### src/rtl/irq_coal_pkg.sv
package irq_coal_pkg;

    localparam int EV_W = 9;

    localparam int EV_XFER   = 0;
    localparam int EV_ERR    = 1;
    localparam int EV_PORT   = 2;
    localparam int EV_ROLL   = 3;
    localparam int EV_SYSERR = 4;
    localparam int EV_ASYNC  = 5;
    localparam int EV_BUSRST = 6;
    localparam int EV_SOF    = 7;
    localparam int EV_SUSP   = 8;

    // events subject to the microframe hold-off
    localparam logic [EV_W-1:0] DLY_MASK = EV_W'((1 << EV_XFER) | (1 << EV_ERR));

    typedef enum logic [1:0] {
        RSEL_STATUS = 2'd0,
        RSEL_ENABLE = 2'd1,
        RSEL_CMD    = 2'd2,
        RSEL_NONE   = 2'd3
    } reg_sel_e;

endpackage

### src/rtl/irq_status_bank.sv
module irq_status_bank #(
    parameter int EV_W = 9
) (
    input  logic            clk,
    input  logic            rst_n,
    input  logic [EV_W-1:0] ev_i,
    input  logic            clr_en_i,
    input  logic [EV_W-1:0] clr_mask_i,
    output logic [EV_W-1:0] status_o
);

    logic [EV_W-1:0] status_d, status_q;

    always_comb begin
        status_d = status_q;
        if (clr_en_i) begin
            status_d = status_d & ~clr_mask_i;
        end
        // a new event overrides a simultaneous acknowledge
        status_d = status_d | ev_i;
    end

    always_ff @(posedge clk or negedge rst_n) begin
        if (!rst_n) begin
            status_q <= '0;
        end else begin
            status_q <= status_d;
        end
    end

    assign status_o = status_q;

endmodule

### src/rtl/irq_holdoff_timer.sv
module irq_holdoff_timer #(
    parameter int THR_W = 8
) (
    input  logic             clk,
    input  logic             rst_n,
    input  logic [THR_W-1:0] thr_i,
    input  logic             dly_ev_i,
    input  logic             dly_pend_i,
    input  logic             tick_i,
    output logic             open_o
);

    localparam int CW = THR_W + 1;

    typedef struct packed {
        logic             armed;
        logic             met;
        logic [THR_W-1:0] cnt;
    } tmr_t;

    tmr_t s_d, s_q;
    logic idle_ok;
    logic [CW-1:0] cnt_next;

    always_comb begin
        s_d      = s_q;
        cnt_next = {1'b0, s_q.cnt} + CW'(1);
        idle_ok  = !s_q.armed && (!s_q.met || !dly_pend_i);

        if (s_q.met && !dly_pend_i) begin
            s_d.met = 1'b0;
        end

        if (s_q.armed && tick_i) begin
            if (cnt_next >= {1'b0, thr_i}) begin
                s_d.armed = 1'b0;
                s_d.met   = 1'b1;
                s_d.cnt   = '0;
            end else begin
                s_d.cnt = cnt_next[THR_W-1:0];
            end
        end

        if (dly_ev_i && idle_ok && (thr_i != '0)) begin
            s_d.armed = 1'b1;
            s_d.met   = 1'b0;
            s_d.cnt   = '0;
        end
    end

    always_ff @(posedge clk or negedge rst_n) begin
        if (!rst_n) begin
            s_q <= '0;
        end else begin
            s_q <= s_d;
        end
    end

    assign open_o = (thr_i == '0) || s_q.met;

endmodule

### src/rtl/irq_line_gen.sv
module irq_line_gen #(
    parameter int              EV_W     = 9,
    parameter logic [EV_W-1:0] DLY_MASK = '0
) (
    input  logic            clk,
    input  logic            rst_n,
    input  logic [EV_W-1:0] status_i,
    input  logic [EV_W-1:0] enable_i,
    input  logic            open_i,
    output logic            irq_o
);

    logic [EV_W-1:0] vis;
    logic irq_d, irq_q;

    for (genvar i = 0; i < EV_W; i++) begin : g_vis
        if (DLY_MASK[i]) begin : g_held
            assign vis[i] = open_i;
        end else begin : g_direct
            assign vis[i] = 1'b1;
        end
    end

    always_comb begin
        irq_d = |(status_i & enable_i & vis);
    end

    always_ff @(posedge clk or negedge rst_n) begin
        if (!rst_n) begin
            irq_q <= 1'b0;
        end else begin
            irq_q <= irq_d;
        end
    end

    assign irq_o = irq_q;

endmodule

### src/rtl/irq_coalesce_ctrl.sv
module irq_coalesce_ctrl
    import irq_coal_pkg::*;
#(
    parameter int ADDR_W  = 2,
    parameter int DATA_W  = 32,
    parameter int THR_W   = 8,
    parameter int THR_LSB = 16
) (
    input  logic              clk,
    input  logic              rst_n,
    input  logic [EV_W-1:0]   ev_pulse,
    input  logic              uframe_tick,
    input  logic              reg_we,
    input  logic [ADDR_W-1:0] reg_addr,
    input  logic [DATA_W-1:0] reg_wdata,
    output logic [DATA_W-1:0] reg_rdata,
    output logic              irq_o
);

    localparam logic [ADDR_W-1:0] A_STATUS = ADDR_W'(RSEL_STATUS);
    localparam logic [ADDR_W-1:0] A_ENABLE = ADDR_W'(RSEL_ENABLE);
    localparam logic [ADDR_W-1:0] A_CMD    = ADDR_W'(RSEL_CMD);

    typedef struct packed {
        logic [EV_W-1:0]   enable;
        logic [DATA_W-1:0] cmd;
    } cfg_t;

    cfg_t cfg_d, cfg_q;

    logic [EV_W-1:0]  status_w;
    logic [EV_W-1:0]  enable_w;
    logic [THR_W-1:0] thr_w;
    logic             open_w;
    logic             clr_en_w;

    always_comb begin
        cfg_d = cfg_q;
        if (reg_we && reg_addr == A_ENABLE) begin
            cfg_d.enable = reg_wdata[EV_W-1:0];
        end
        if (reg_we && reg_addr == A_CMD) begin
            cfg_d.cmd = reg_wdata;
        end
    end

    always_ff @(posedge clk or negedge rst_n) begin
        if (!rst_n) begin
            cfg_q <= '0;
        end else begin
            cfg_q <= cfg_d;
        end
    end

    assign enable_w = cfg_q.enable;
    assign thr_w    = cfg_q.cmd[THR_LSB +: THR_W];
    assign clr_en_w = reg_we && (reg_addr == A_STATUS);

    always_comb begin
        if (reg_addr == A_STATUS) begin
            reg_rdata = DATA_W'(status_w);
        end else if (reg_addr == A_ENABLE) begin
            reg_rdata = DATA_W'(cfg_q.enable);
        end else if (reg_addr == A_CMD) begin
            reg_rdata = cfg_q.cmd;
        end else begin
            reg_rdata = '0;
        end
    end

    irq_status_bank #(.EV_W(EV_W)) i_status (
        .clk        (clk),
        .rst_n      (rst_n),
        .ev_i       (ev_pulse),
        .clr_en_i   (clr_en_w),
        .clr_mask_i (reg_wdata[EV_W-1:0]),
        .status_o   (status_w)
    );

    irq_holdoff_timer #(.THR_W(THR_W)) i_holdoff (
        .clk        (clk),
        .rst_n      (rst_n),
        .thr_i      (thr_w),
        .dly_ev_i   (|(ev_pulse & DLY_MASK)),
        .dly_pend_i (|(status_w & DLY_MASK)),
        .tick_i     (uframe_tick),
        .open_o     (open_w)
    );

    irq_line_gen #(.EV_W(EV_W), .DLY_MASK(DLY_MASK)) i_line (
        .clk      (clk),
        .rst_n    (rst_n),
        .status_i (status_w),
        .enable_i (enable_w),
        .open_i   (open_w),
        .irq_o    (irq_o)
    );

endmodule


### config.mk
export PLATFORM = sky130hd
export DESIGN_NAME = irq_coalesce_ctrl
export DESIGN_NICKNAME = d
export VERILOG_FILES = /design/src/rtl/irq_coal_pkg.sv /design/src/rtl/irq_status_bank.sv /design/src/rtl/irq_holdoff_timer.sv /design/src/rtl/irq_line_gen.sv /design/src/rtl/irq_coalesce_ctrl.sv
export SDC_FILE = /design/constraint.sdc
export NUM_CORES = 1
export LEC_CHECK = 0
export ABC_AREA = 1
export ABC_CLOCK_PERIOD_IN_PS = 1900
export CORE_MARGIN = 2
export CORE_UTILIZATION = 44
export CTS_BUF_LIST = sky130_fd_sc_hd__clkbuf_4 sky130_fd_sc_hd__clkbuf_8 sky130_fd_sc_hd__clkbuf_16
export CTS_CLUSTER_DIAMETER = 50
export DETAILED_ROUTE_END_ITERATION = 12
export MAX_ROUTING_LAYER = met4
export PLACE_DENSITY = 0.82
export SYNTH_ARGS = -nofsm -noshare
export SYNTH_HDL_FRONTEND = slang
export SYNTH_SLANG_ARGS = --single-unit
### constraint.sdc
create_clock -name clk -period 1.9 [get_ports clk]
set_clock_uncertainty 0.05 [all_clocks]
set_input_delay 0.19 -clock clk [delete_from_list [all_inputs] [get_ports clk]]
set_output_delay 0.19 -clock clk [all_outputs]
set_load 0.03 [all_outputs]
* Word level (Yosys, flattened, before mapping) *
Index checks and enable logic that the tools add are counted.

storage, ports and cells
  input bits = 47
  logic and storage cells = 47
  register bits = 61
  output and inout port bits = 33

cells by class
  bitwise operators = 5
  reductions and logical operators = 22
  equal/unequal tests = 2
  mux-type cells = 9
  order comparisons = 1
  $add $sub $neg = 1

operators with widths
  kind                                                 number
  2-to-1 mux 32 bit                                    3
  AND 9 bit                                            3
  2-to-1 mux 10 bit                                    2
  adder 8 x 1 -> 9 bit, second input constant          1
  greater-or-equal comparator 9 x 8 -> 1 bit           1
  2-to-1 mux 9 bit                                     1
  NOT 9 bit                                            1
  bitwise OR 9 bit                                     1
  OR reduction 9 bit                                   1
  logical AND 1 bit                                    8
  logical NOT 8 bit                                    1
  2-to-1 mux 8 bit                                     1
  nonzero test 8 bit                                   1
  nonzero test 2 bit                                   2
  OR reduction 2 bit                                   2
  logical NOT 1 bit                                    3
  equality test 2 x 1 -> 1 bit, second input constant  1
  equality test 2 bit, second input constant           1
  logical NOT 2 bit                                    1
  logical OR 1 bit                                     2
  2-to-1 mux 2 bit                                     1
  AND reduction 2 bit                                  1
  2-to-1 mux 1 bit                                     1

* Depth between registers and ports, before layout *
  depth after elaboration = 8
  depth in mapped cells = 16
  mapped depth without buffers = 16

* Modules after synthesis *
Synthesis repeated with hierarchy kept, for this count alone.

unflattened totals
  cells, all modules = 444
  area total of the unflattened synthesis = 3,389.5 sq um

by module, submodules not included
  module             seq. area each (sq um)  cells each  times used  area each (sq um)
  irq_coalesce_ctrl  1,026.0                 277         1           2,114.5
  irq_holdoff_timer  250.2                   102         1           809.5
  irq_status_bank    225.2                   46          1           371.6
  irq_line_gen       25.0                    19          1           93.8

* Worst setup path after synthesis *
No wires, ideal clock.

  path kind = reg2reg
  from = register i_holdoff.s_q[0] (netlist name)
  to = register i_holdoff.s_q[9] (netlist name)
  arrival = 1.861 ns
  buffers on the path = 0
  stages on the path, launching flop included = 17
  slack = -0.138 ns
  period minus slack after synthesis = 2.038 ns
  data required time = 1.723 ns
  setup time = 0.127 ns
  cells stage by stage = dfrtp_1 > ha_1 > nand3_1 > xor2_1 > inv_1 > ha_1 > nand2_1 > nor2_1 > nand2_1 > nand3_1 > nand2_1 > nand2_1 > nand2_2 > nand2_1 > nand2_1 > nand2_1 > nand2_1

between the ends
  word-level cells in the longest chain between the ends = 4

ends and longest elaborated chain
  element                                     RTL line                 text
  start, declared                             irq_holdoff_timer.sv:21  tmr_t s_d, s_q;
  start signal, assigned                      irq_holdoff_timer.sv:53  s_q <= '0;
  start signal, assigned                      irq_holdoff_timer.sv:55  s_q <= s_d;
  adder 8 x 1 -> 9 bit                        irq_holdoff_timer.sv:27  cnt_next = {1'b0, s_q.cnt} + CW'(1);
  greater-or-equal comparator 9 x 8 -> 1 bit  irq_holdoff_timer.sv:35  if (cnt_next >= {1'b0, thr_i}) begin
  nonzero test 2 bit (no line)                --
  AND reduction 2 bit (no line)               --

No other way between the ends.
A chain may end at the register's enable or synchronous reset.

* Worst setup path in the final report *
Same ends and word-level chain as after synthesis.

==> run summary <==
Mean Syn Cell Area -> 7.99 µm²
Post-DRT Antenna Nets -> 0
Num CTS Buffers -> 9
Synth Flop Type -> dfrtp_1
First-pass GRT wire length -> 12700 µm
Setup_tns -> -1.51 ns
Cell Rows -> 30
Clock buffer depth -> 2
Period utilization -> 111%
HPWL after DPL -> 5140 µm
Number of flops mapped to enable cells by yosys -> 0
Clock root cell -> clkbuf_8
Worst-Margin Slew -> 0.392 ns
Max Cap Viol -> 0
1st-pass router iterations -> 4
Clock transition at path regs -> 0.07 ns
Vias in the first global route -> 2828
Chip Width -> 86.7 µm
Hold Path Class -> in2reg
Fillers -> 560
Worst setup SP type -> flop
Pwr Total -> 4.20 mW
Pwr dens -> 970 nW/µm²
Initial Utilization -> 44.8%
Mapped cell area -> 3010 µm²
H-tree levels -> 3
Core Area -> 6720 µm²
Gpl congestion -> 0.863
Met3 wire len -> 266 µm
Max layer used -> met4
Worst endpoint data arrival time -> 2.27 ns
Mapped Nets -> 433
Async SR Flop Fraction -> 100%
CP required -> 2.06 ns
Largest net degree at the start of global routing -> 63
Slew headroom -> 73.8%
Sequential cell area -> 1530 µm²
Met1 wire length -> 3320 µm
Met2 routed WL -> 3910 µm
Final Max Slew Viols -> 0
Sinks on Clock Net -> 61
I/O pin cnt -> 80
Nets -> 533
Layout area overhead -> 43.7%
Design area -> 4330 µm²
Ys Warns -> 0
Status -> finished, violations left
Final Hold Fails -> 0
Sequential area share after synthesis -> 50.7%
Fin crit period -> 2.12 ns
Yosys reg bits -> 61
VDD IR-drop max -> 410 µV
DRC -> 0
WHS Path Cells -> 3
Worst setup EP type -> flop
Reg2reg path depth -> 14
Detail-routed via count per cell -> 5.05
Port Buf Inserts -> 79
Critical path class -> reg2reg
Worst Path Max Fanout -> 5
CTS tree -> done
Final worst slack -> -0.217 ns
Global-route congestion overflow total -> 0
RSZ-0062 raised after global routing -> true
Placed cell areas -> 3920 µm²
Vias post-DR -> 2837
Antenna cells -> 0
Syn Inst Count -> 377
Routed WL per cell -> 13.5 µm
Iter 0 DRT Violations -> 209
Die Y -> 86.7 µm
Latest clock arrival within the worst-skew pair -> 0.33 ns
Final Setup Violations -> 10
Failing checks -> negative setup slack
Synth cell types -> 21
Overall Global Routing Usage -> 22.1%
Initial antenna violation count -> 0
Max Fclk -> 472 MHz
Area of the multi-input gates -> 1390 µm²
Share of cells above drive strength 1 -> 20.3%
Die area -> 7520 µm²
Leakage -> 2.23 nW
Drt total wl -> 7580 µm
## power breakdown
group	switching, mW	leakage, nW	internal [mW]
Sequential	0.155	0.689	1.51
Combinational	0.747	1.44	0.597
Clock	0.484	0.110	0.707
Total	1.39	2.23	2.81
## layer usage
metal  track usage [%]  vias up
li1                  -     1397
met1              27.5     1360
met2              35.9       74
met3              4.19        6
met4              8.24        0
met5                 -        -
## cell usage after synthesis, types with 2 or more instances
cell,instances,area (µm²)
nand2_1,87,327
dfrtp_1,61,1530
inv_1,54,203
nor2_1,50,188
o21ai_0,29,145
a21oi_1,26,130
nand3_1,21,105
nand4_1,11,68.8
ha_1,9,113
clkbuf_1,7,26.3
xor2_1,6,52.6
nand2_2,4,25.0
a22o_1,2,17.5
buf_2,2,10.0
clkinv_1,2,7.51
## registers in the layout (all words and copies together) (netlist names)
| register | count |
|---|---|
| i_holdoff.s_q | 10 |
| enable_w | 9 |
| i_status.status_o | 9 |
| cfg_q | 32 |
| i_line.irq_o | 1 |
## placed cells by master, fill, tap and decap left out, types with 3 or more instances in the layout
cell and count:
nand3_1 18, nor2_1 47, nand2_4 3, buf_4 46
xor2_1 4, nand4_1 11, clkdlybuf4s50_1 46, o21ai_0 29
inv_1 53, clkbuf_8 11, nand2_1 79, ha_1 5
nand2_2 10, dfrtp_1 60, ha_4 4, a21oi_1 25
## cells by family after synthesis
kind of cell	after synthesis	share of synthesized area [%]
compound gates	59	10.7
flops	61	50.7
simple gates	176	24.8
buf+inv	66	8.35
xor+xnor	6	1.75
fa+ha+maj	9	3.74
## cell type report
class | instances | area share (%)
Clock inverter | 3 | 1.01
Timing Repair Buffer | 98 | 20.4
Tap cell | 80 | 2.31
Inverter | 56 | 4.86
Sequential cell | 61 | 35.3
Clock buffer | 13 | 3.85
Multi-Input combinational cell | 251 | 32.2
## through the flow
stage	std cells	hold WS, ns	util [%]	worst slack (ns)
floorplan	377	-0.156	-	-0.0824
global placement	540	0.171	58.3	-0.136
detailed placement	540	0.175	58.3	-0.248
CTS	561	0.322	62.7	-0.203
global route	562	0.350	64.4	-0.348
finish	562	0.325	64.4	-0.217
## path summary, 6_finish.rpt
kind / from / endpoint / slack (ns)
max: i_holdoff.s_q[0] / i_holdoff.s_q[9] / -0.22
max reg2reg: i_holdoff.s_q[0] / i_holdoff.s_q[9] / -0.22
min in group asynchronous: rst_n / i_status.status_o[3] / 0.34
max in group asynchronous: rst_n / i_holdoff.s_q[2] / 1.17
min reg2reg: cfg_q[6] / cfg_q[6] / 0.44
min: ev_pulse[7] / i_status.status_o[7] / 0.32
## repair_timing
item,in CTS,in global routing
hold buffers,1,0
hold endpoints to repair,61,0
resized for setup,10,20
setup endpoints to repair,10,33
buffers inserted,3,1
gates cloned,1,0
pin swaps,9,10
## worst max-delay path, stage by stage, from the launching register on
cell	delay, ns
dfrtp_1	0.40
ha_4	0.16
buf_6	0.11
nor3b_4	0.24
xor2_2	0.11
ha_1	0.33
nand2_1	0.06
inv_1	0.06
nand2_2	0.07
nand2_4	0.09
nand2_4	0.07
nand2_2	0.07
nand2_2	0.05
nand2_1	0.07
nand2_1	0.04
Note: power is estimated with default switching activity, not from simulation.
